## src/rtl/opnd_resolver_pkg.sv

```systemverilog
package opnd_resolver_pkg;
  typedef enum logic [1:0] {
    ROLE_SRC   = 2'd0,
    ROLE_BASE  = 2'd1,
    ROLE_INDEX = 2'd2,
    ROLE_LIST  = 2'd3
  } opnd_role_e;
endpackage

```

## src/rtl/opnd_regstore.sv

```systemverilog
module opnd_regstore #(
  parameter int XLEN   = 64,
  parameter int NREGS  = 32,
  localparam int IDX_W = $clog2(NREGS)
) (
  input  logic             clk,
  input  logic             rst_n,
  input  logic             wr_en,
  input  logic [IDX_W-1:0] wr_idx,
  input  logic [XLEN-1:0]  wr_data,
  input  logic [IDX_W-1:0] rd_idx,
  output logic [XLEN-1:0]  rd_data
);
  localparam int PSEUDO = NREGS - 1;

  logic [XLEN-1:0] rd_vec [NREGS];

  for (genvar g = 0; g < NREGS; g++) begin : g_ent
    if (g == PSEUDO) begin : g_none
      // the last name has no storage; writes to it fall away here
      assign rd_vec[g] = '0;
    end else begin : g_reg
      logic [XLEN-1:0] q;
      always_ff @(posedge clk or negedge rst_n) begin
        if (!rst_n)
          q <= '0;
        else if (wr_en && (wr_idx == IDX_W'(g)))
          q <= wr_data;
      end
      assign rd_vec[g] = q;
    end
  end

  assign rd_data = rd_vec[rd_idx];
endmodule

```

## src/rtl/opnd_select.sv

```systemverilog
module opnd_select
  import opnd_resolver_pkg::*;
#(
  parameter int XLEN   = 64,
  parameter int NREGS  = 32,
  localparam int IDX_W = $clog2(NREGS)
) (
  input  logic [IDX_W-1:0] idx,
  input  opnd_role_e       role,
  input  logic [XLEN-1:0]  stored,
  input  logic [XLEN-1:0]  pc,
  input  logic [XLEN-1:0]  lr,
  output logic [XLEN-1:0]  value
);
  localparam logic [IDX_W-1:0] PSEUDO = IDX_W'(NREGS - 1);

  always_comb begin
    value = stored;
    if (idx == PSEUDO) begin
      unique case (role)
        ROLE_SRC:   value = '0;
        ROLE_BASE:  value = pc;
        ROLE_INDEX: value = '0;
        ROLE_LIST:  value = lr;
        default:    value = '0;
      endcase
    end
  end
endmodule

```

## src/rtl/opnd_resolver.sv

```systemverilog
module opnd_resolver
  import opnd_resolver_pkg::*;
#(
  parameter int XLEN    = 64,
  parameter int NREGS   = 32,
  parameter int SHORT_W = 3,
  localparam int IDX_W  = $clog2(NREGS)
) (
  input  logic             clk,
  input  logic             rst_n,
  input  logic             wr_en,
  input  logic [IDX_W-1:0] wr_idx,
  input  logic [XLEN-1:0]  wr_data,
  input  logic             req_valid,
  output logic             req_ready,
  input  logic [IDX_W-1:0] req_idx,
  input  logic [1:0]       req_role,
  input  logic             req_short,
  input  logic [XLEN-1:0]  pc,
  input  logic [XLEN-1:0]  lr,
  output logic             rsp_valid,
  input  logic             rsp_ready,
  output logic [XLEN-1:0]  rsp_data
);
  localparam logic [IDX_W-1:0] PSEUDO = IDX_W'(NREGS - 1);

  logic [IDX_W-1:0] eff_idx;
  logic [XLEN-1:0]  stored_val;
  logic [XLEN-1:0]  resolved;
  opnd_role_e       role_e;
  logic             accept;

  assign eff_idx = req_short ? IDX_W'(req_idx[SHORT_W-1:0]) : req_idx;
  assign role_e  = opnd_role_e'(req_role);

  opnd_regstore #(.XLEN(XLEN), .NREGS(NREGS)) u_store (
    .clk     (clk),
    .rst_n   (rst_n),
    .wr_en   (wr_en),
    .wr_idx  (wr_idx),
    .wr_data (wr_data),
    .rd_idx  (eff_idx),
    .rd_data (stored_val)
  );

  opnd_select #(.XLEN(XLEN), .NREGS(NREGS)) u_sel (
    .idx    (eff_idx),
    .role   (role_e),
    .stored (stored_val),
    .pc     (pc),
    .lr     (lr),
    .value  (resolved)
  );

  assign req_ready = !rsp_valid || rsp_ready;
  assign accept    = req_valid && req_ready;

  always_ff @(posedge clk or negedge rst_n) begin
    if (!rst_n) begin
      rsp_valid <= 1'b0;
      rsp_data  <= '0;
    end else if (accept) begin
      rsp_valid <= 1'b1;
      rsp_data  <= resolved;
    end else if (rsp_ready) begin
      rsp_valid <= 1'b0;
    end
  end

  // a result that is not taken stays put
  a_r10_hold: assert property (@(posedge clk) disable iff (!rst_n)
    (rsp_valid && !rsp_ready) |=> (rsp_valid && $stable(rsp_data)));

  // pseudo-register as ALU source
  a_r3_src_zero: assert property (@(posedge clk) disable iff (!rst_n)
    (req_valid && req_ready && !req_short && req_idx == PSEUDO && req_role == 2'd0)
      |=> (rsp_valid && rsp_data == '0));

  // pseudo-register as address base
  a_r4_base_pc: assert property (@(posedge clk) disable iff (!rst_n)
    (req_valid && req_ready && !req_short && req_idx == PSEUDO && req_role == 2'd1)
      |=> (rsp_valid && rsp_data == $past(pc)));

  // pseudo-register as address index
  a_r5_index_zero: assert property (@(posedge clk) disable iff (!rst_n)
    (req_valid && req_ready && !req_short && req_idx == PSEUDO && req_role == 2'd2)
      |=> (rsp_valid && rsp_data == '0));

  // pseudo-register inside a register list
  a_r6_list_lr: assert property (@(posedge clk) disable iff (!rst_n)
    (req_valid && req_ready && !req_short && req_idx == PSEUDO && req_role == 2'd3)
      |=> (rsp_valid && rsp_data == $past(lr)));

  // every accepted request produces a result next cycle
  a_r9_latency: assert property (@(posedge clk) disable iff (!rst_n)
    (req_valid && req_ready) |=> rsp_valid);
endmodule

```

## config.mk

```make
export PLATFORM = sky130hd
export DESIGN_NAME = opnd_resolver
export DESIGN_NICKNAME = d
export VERILOG_FILES = /design/src/rtl/opnd_resolver_pkg.sv /design/src/rtl/opnd_regstore.sv /design/src/rtl/opnd_select.sv /design/src/rtl/opnd_resolver.sv
export SDC_FILE = /design/constraint.sdc
export NUM_CORES = 2
export LEC_CHECK = 0
export BUFFER_PORTS_ARGS = -buffer_cell sky130_fd_sc_hd__clkbuf_2
export CORE_ASPECT_RATIO = 1.4
export CORE_MARGIN = 2
export CORE_UTILIZATION = 60
export DETAILED_ROUTE_END_ITERATION = 16
export PLACE_DENSITY = 0.82
export SLEW_MARGIN = 20
export SYNTH_ARGS = -nofsm -noshare
export SYNTH_HDL_FRONTEND = slang
export SYNTH_SLANG_ARGS = --single-unit
```

## constraint.sdc

```tcl
create_clock -name clk -period 2.89 [get_ports clk]
set_input_delay 0.4335 -clock clk [delete_from_list [all_inputs] [get_ports clk]]
set_output_delay 0.4335 -clock clk [all_outputs]
set_load 0.01 [all_outputs]
```

After elaboration in Yosys (flattened, before gate mapping)
Index checks and enable logic that the tools add are counted.

Order comparisons: 1. Shifts and indexed selects: 0. Bitwise operators: 1. Reduce and logical (&&, ||, !) cells: 38. Equality and inequality tests: 34. Add/sub/neg operators: 0. Div/mod/pow operators: 0. Muxes and demuxes: 8. Multiply operators: 0.

Operators by type and width (number): $bmux W64 S5 (1); $mux W64 (3); $pmux W64 S3 (1); $eq A5 B5 Y1 const B (16); $eq A5 B4 Y1 const B (8); $logic_and A1 B1 Y1 (32); $eq A5 B3 Y1 const B (4); $eq A5 B2 Y1 const B (2); $ge A6 B6 Y1 const B (1); $not A5 Y6 (1); $eq A5 B1 Y1 const B (1); $logic_not A5 Y1 (1); $mux W5 (1); $eq A2 B2 Y1 const B (2); $eq A2 B1 Y1 const B (1); $logic_not A2 Y1 (1); $mux W1 (2); $reduce_bool A2 Y1 (1); $reduce_or A2 Y1 (1); $logic_not A1 Y1 (1); $logic_or A1 B1 Y1 (1).

RAM bits: 0. Latch bits: 0. Memories: 0. Output and inout port bits: 66. Word-level logic and storage cells: 115. Memory bits (read-only): 0. Register bits after elaboration: 2049.

Longest topological paths before layout
Word-level depth: 6. Depth in mapped cells: 10. Depth with buffers taken out: 5.

Cells and area by module
Synthesis repeated with hierarchy kept, for this count alone.

Cell total of the unflattened synthesis: 6703. Area, all modules: 94927.3 um^2.

By module, submodules not included: opnd_regstore (area each 90053.9 um^2, times used 1, sequential area each 49647.6 um^2, cells each 6349); opnd_resolver (area each 2683.8 um^2, times used 1, sequential area each 1626.6 um^2, cells each 140); opnd_select (area each 2189.6 um^2, times used 1, sequential area each 0.0 um^2, cells each 214).

Worst setup path after synthesis
OpenSTA, ideal clock, no wires.

Kind: input to register. Start point: input req_idx[1]. End point: register rsp_data[13]. Setup slack: 0.674 ns. Stages: 6. Arrival: 2.093 ns. Data required time: 2.767 ns. Cells stage by stage: buf_4 -> buf_2 -> clkbuf_1 -> mux4_2 -> mux4_2 -> o221a_1.

Word-level cells in the longest chain between the ends: 6. Elaborated cells between the ends (all ways): 7.

Ends and longest elaborated chain: start: declaration (line opnd_resolver.sv:16) `input logic [IDX_W-1:0] req_idx,`; $mux W5 (*) (line opnd_resolver.sv:33) `assign eff_idx = req_short ? IDX_W'(req_idx[SHORT_W-1:0]) : req_idx;`; $not A5 Y6 (not written as such) (line opnd_regstore.sv:34) `assign rd_data = rd_vec[rd_idx];`; $bmux W64 S5 (line opnd_regstore.sv:34); $mux W64 (not written as such) (2 in series) (line opnd_regstore.sv:34); $mux W64 (*) (line opnd_select.sv:19) `if (idx == PSEUDO) begin`; end signal: assignment (line opnd_resolver.sv:64) `rsp_data <= resolved;`; end: declaration (line opnd_resolver.sv:23) `output logic [XLEN-1:0] rsp_data`.

Mark *: on every way between the ends. The rest lies on a longest branch, timed or not. The select of a mux whose other input is x is not followed. A chain may end at the register's enable or synchronous reset.

Worst setup path after layout
Start point: register rsp_valid. End point: register rsp_data[5].

Word-level cells in the longest chain between the ends: 3.

Ends and longest elaborated chain: start: declaration (line opnd_resolver.sv:21) `output logic rsp_valid,`; start signal: assignment (line opnd_resolver.sv:60) `rsp_valid <= 1'b0;`; start signal: assignment (line opnd_resolver.sv:63) `rsp_valid <= 1'b1;`; start signal: assignment (line opnd_resolver.sv:66) `rsp_valid <= 1'b0;`; $logic_not A1 Y1 (line opnd_resolver.sv:55) `assign req_ready = !rsp_valid || rsp_ready;`; $logic_or A1 B1 Y1 (line opnd_resolver.sv:55); $logic_and A1 B1 Y1 (line opnd_resolver.sv:56) `assign accept = req_valid && req_ready;`.

Every way passes these cells.

==> flow_summary.yaml <==
sta:
  rsz0062_at_grt: "false"
  worst_slew_margin_rel_pct: 22.61
  final_hold_viol_count: 0
  worst_clock_skew_ns: 0.02692
  finalSetupViolCount: 0
  achievable-frequency_mhz: 377.7
  worst-slew-pin-transition_ns: 1.158
  timing.final.crit_share_pct: 91.60
  slew_viol_final: 0
  tns_ns: 0
  final_period_minus_worst_setup_slack_ns: 2.647
min_path:
  worst_hold_path_type: "primary input to flip-flop"
cts:
  tritoncts.num_buffers: 187
  cts_tree: "yes"
  htree_levels: 4
  cts.repair_timing.setup_buffer_count: 0
  clk_pin_slew_worst_paths_ns: 0.06
  clk-insertion-delay-late_ns: 0.83
  cts_sinks: 2049
  clockRootBuffer: "clkbuf_16"
  clockBufferDepth: 3
logic_synthesis:
  cell_variety_after_synth: 51
  synth_edf_count: 0
  syn_avg_cell_area_um2: 15.47
  seq_area_frac_synth_pct: 54.79
  synth_async_sr_flop_share_pct: 100.0
  synth_top_flop_cell: "dfrtp_1"
  netlist_area_mm2: 0.09358
  postSynthCellCount: 6048
  synth.net_count: 6258
  synthesis.yosys.warnings: 0
  ys_ff_latch: 2049
finish:
  layout-area-overhead-vs-synth_pct: 12.34
  final_area_mm2: 0.1051
  nFillCells: 10220
  layout.nets: 6415
  drive_above_1_share_pct: 52.87
worst_setup_path:
  worst_path_max_delay_cell: "nor2_4"
  crit_chain: "nand2b_1 > nand3b_1 > buf_12 > nor2_4 > a32oi_1 > o221a_1"
  setup.worst_path.class: "flip-flop to flip-flop"
  critPathCaptureType: "flip-flop"
  critical_path_at_ns: 3.36
  timing.reg2reg.setup_slack_ns: 0.24
  start_kind: "flip-flop"
  worst_path_buf_inv: 1
  worst-endpoint-required_ns: 3.61
  timing.critical_path.fanout_max: 14
  worst_path_largest_cell_delay_ns: 0.86
  cp_top_family: "simple AND/OR/NAND/NOR gates"
grt:
  antenna_found_initial: 17
  total_grt_overflow: 0
  grt_start_max_net_pins: 117
  track_usage_pct: 33.58
  first_global_vias: 60500
  wire_length_of_the_first_global_routing_pass_mm: 393.0
outcome:
  result_of_the_run: "finished clean"
die:
  row_count: 171
  floorplan.io_pins: 276
  floorplan.initialDensity_pct: 60.41
  core_area_mm2: 0.1549
  die_area_mm2: 0.1592
  die_height_um: 471.3
  die_w_um: 337.8
placed_design:
  post-dp-hpwl_mm: 159.4
  port-buffer-count: 275
  finalWeightedCongestion: 0.8371
  post_dp_cell_area_mm2: 0.09888
drt:
  routed-via-count: 57650
  drt_drc_violations_left: 0
  ant_nets: 0
  detail_route.wl_per_cell_um: 31.19
  postRouteWirelength_mm: 263.4
  via_per_inst: 6.827
  pre_repair_dr_iteration_count: 5
  first_iter_violations: 5832
pwr:
  power.leakage_nw: 47.66
  power.density_mw_per_mm2: 714.6
  peakVddDrop_mv: 0.6841
flow_run:
  timing.max_cap.violations: 0
==> timing repair <==
item	CTS	global route
hold buffers	2	0
endpoints found under the hold margin	380	0
resized for setup	0	0
==> layout by cell type (no fill, tap or decap), drive strengths merged, types with 15 or more instances in the layout <==
| master | synthesis | layout |
|---|---|---|
| a211oi | 18 | 18 |
| a21oi | 54 | 54 |
| a221oi | 25 | 25 |
| a22oi | 35 | 35 |
| a31oi | 20 | 20 |
| and3 | 18 | 18 |
| buf | 291 | 307 |
| clkbuf | 321 | 555 |
| clkinv | 1 | 34 |
| dfrtp | 2049 | 2049 |
| inv | 15 | 22 |
| mux2 | 2009 | 2009 |
| mux2i | 214 | 214 |
| mux4 | 453 | 453 |
| nand2 | 170 | 170 |
| nand3 | 38 | 38 |
| nor2 | 36 | 36 |
| nor2b | 16 | 16 |
| o2111ai | 17 | 17 |
| o21ai | 67 | 67 |
| o221a | 48 | 48 |
| o221ai | 15 | 15 |
| o2bb2ai | 19 | 19 |
==> flip-flops by register name, summed over array words and instances, names as in the netlist <==
| name | count |
|---|---|
| rsp_data | 64 |
| rsp_valid | 1 |
| u_store.g_ent.g_reg.q | 1984 |
==> routing by layer <==
metal	vias to the layer above	GRT usage (%)	wire, µm
met5	-	0	132
met4	20	13.67	11780
met3	704	8.159	24850
met2	2847	52.08	124400
met1	31230	45.91	102200
li1	22850	-	-
==> synthesized netlist by cell type, drive strengths merged (35+ instances only) <==
cell    instances  area (µm²)
a21oi          54       270.3
clkbuf        321        1205
nand3          38       190.2
o221a          48       540.5
nand2         170       638.1
mux2i         214        2142
mux4          453       10200
a22oi          35       262.8
mux2         2009       22620
dfrtp        2049       51270
buf           291        1783
nor2           36       155.1
o21ai          67       335.3
==> path summary, 6_finish.rpt <==
path                                                           start                                         to  cells after the start
setup / recovery                               rsp_valid$_DFFE_PN0P_                    rsp_data[5]$_DFFE_PN0P_                      6
hold / removal                                                pc[33]                   rsp_data[33]$_DFFE_PN0P_                      5
setup reg to reg                               rsp_valid$_DFFE_PN0P_                    rsp_data[5]$_DFFE_PN0P_                      6
hold reg to reg            u_store.g_ent[13].g_reg.q[14]$_DFFE_PN0P_  u_store.g_ent[13].g_reg.q[14]$_DFFE_PN0P_                      1
max in group asynchronous                                      rst_n   u_store.g_ent[2].g_reg.q[36]$_DFFE_PN0P_                      4
min in group asynchronous                                      rst_n  u_store.g_ent[11].g_reg.q[53]$_DFFE_PN0P_                      2
==> layout make-up <==
cell class	count	area (µm²)	share of cell area, %
flip-flops and latches	2049	51270	48.77
multi-input cells	3371	39510	37.58
clock buffers	284	5530	5.261
repair buffers	580	5456	5.190
well taps	2076	2597	2.471
clock inverters	57	669.4	0.6367
inverters	16	62.56	0.05951
diodes	12	30.03	0.02856
==> worst register-to-register path, cell delays in order (launching register included) <==
cell and delay, ns:
dfrtp_1 0.38, nand2b_1 0.29, nand3b_1 0.34, buf_12 0.27
nor2_4 0.87, a32oi_1 0.20, o221a_1 0.19
==> stage by stage <==
| stage | instances | power, mW | hold WS [ns] | utilization [%] | setup slack, ns |
|---|---|---|---|---|---|
| 3_3_place_gp | 8090 | 49.01 | 0.3969 | 63.83 | 0.1057 |
| 4_1_cts | 8433 | 75.22 | 0.06731 | 67.85 | 0.3942 |
| 3_5_place_dp | 8090 | 50.06 | 0.3877 | 63.83 | 0.05982 |
| 2_1_floorplan | 6048 | 45.78 | 0.1379 | - | 0.6736 |
| 6_report | 8445 | 75.13 | 0.09645 | 67.87 | 0.2427 |
| 5_1_grt | 8434 | 77.88 | 0.1029 | 67.85 | 0.2854 |
==> power breakdown <==
part	switching, mW	total [mW]	internal (mW)	leakage [nW]
Clock	10.9	25.3	14.4	3.06
Combinational	5.00	12.4	7.44	18.5
Sequential	3.13	37.4	34.3	26.1
==> kinds of logic (layout without fill, tap and decap cells) <==
| logic type | count (synthesis) | after routing | share of synthesized area, % |
|---|---|---|---|
| other | 0 | 12 | 0 |
| DFF | 2049 | 2049 | 54.79 |
| muxes | 2676 | 2676 | 37.37 |
| buffers and inverters | 628 | 937 | 3.257 |
| and+or+nand+nor | 323 | 323 | 1.619 |
| AOI/OAI and AO/OA | 372 | 372 | 2.967 |
(Power assumes the default switching activity.)
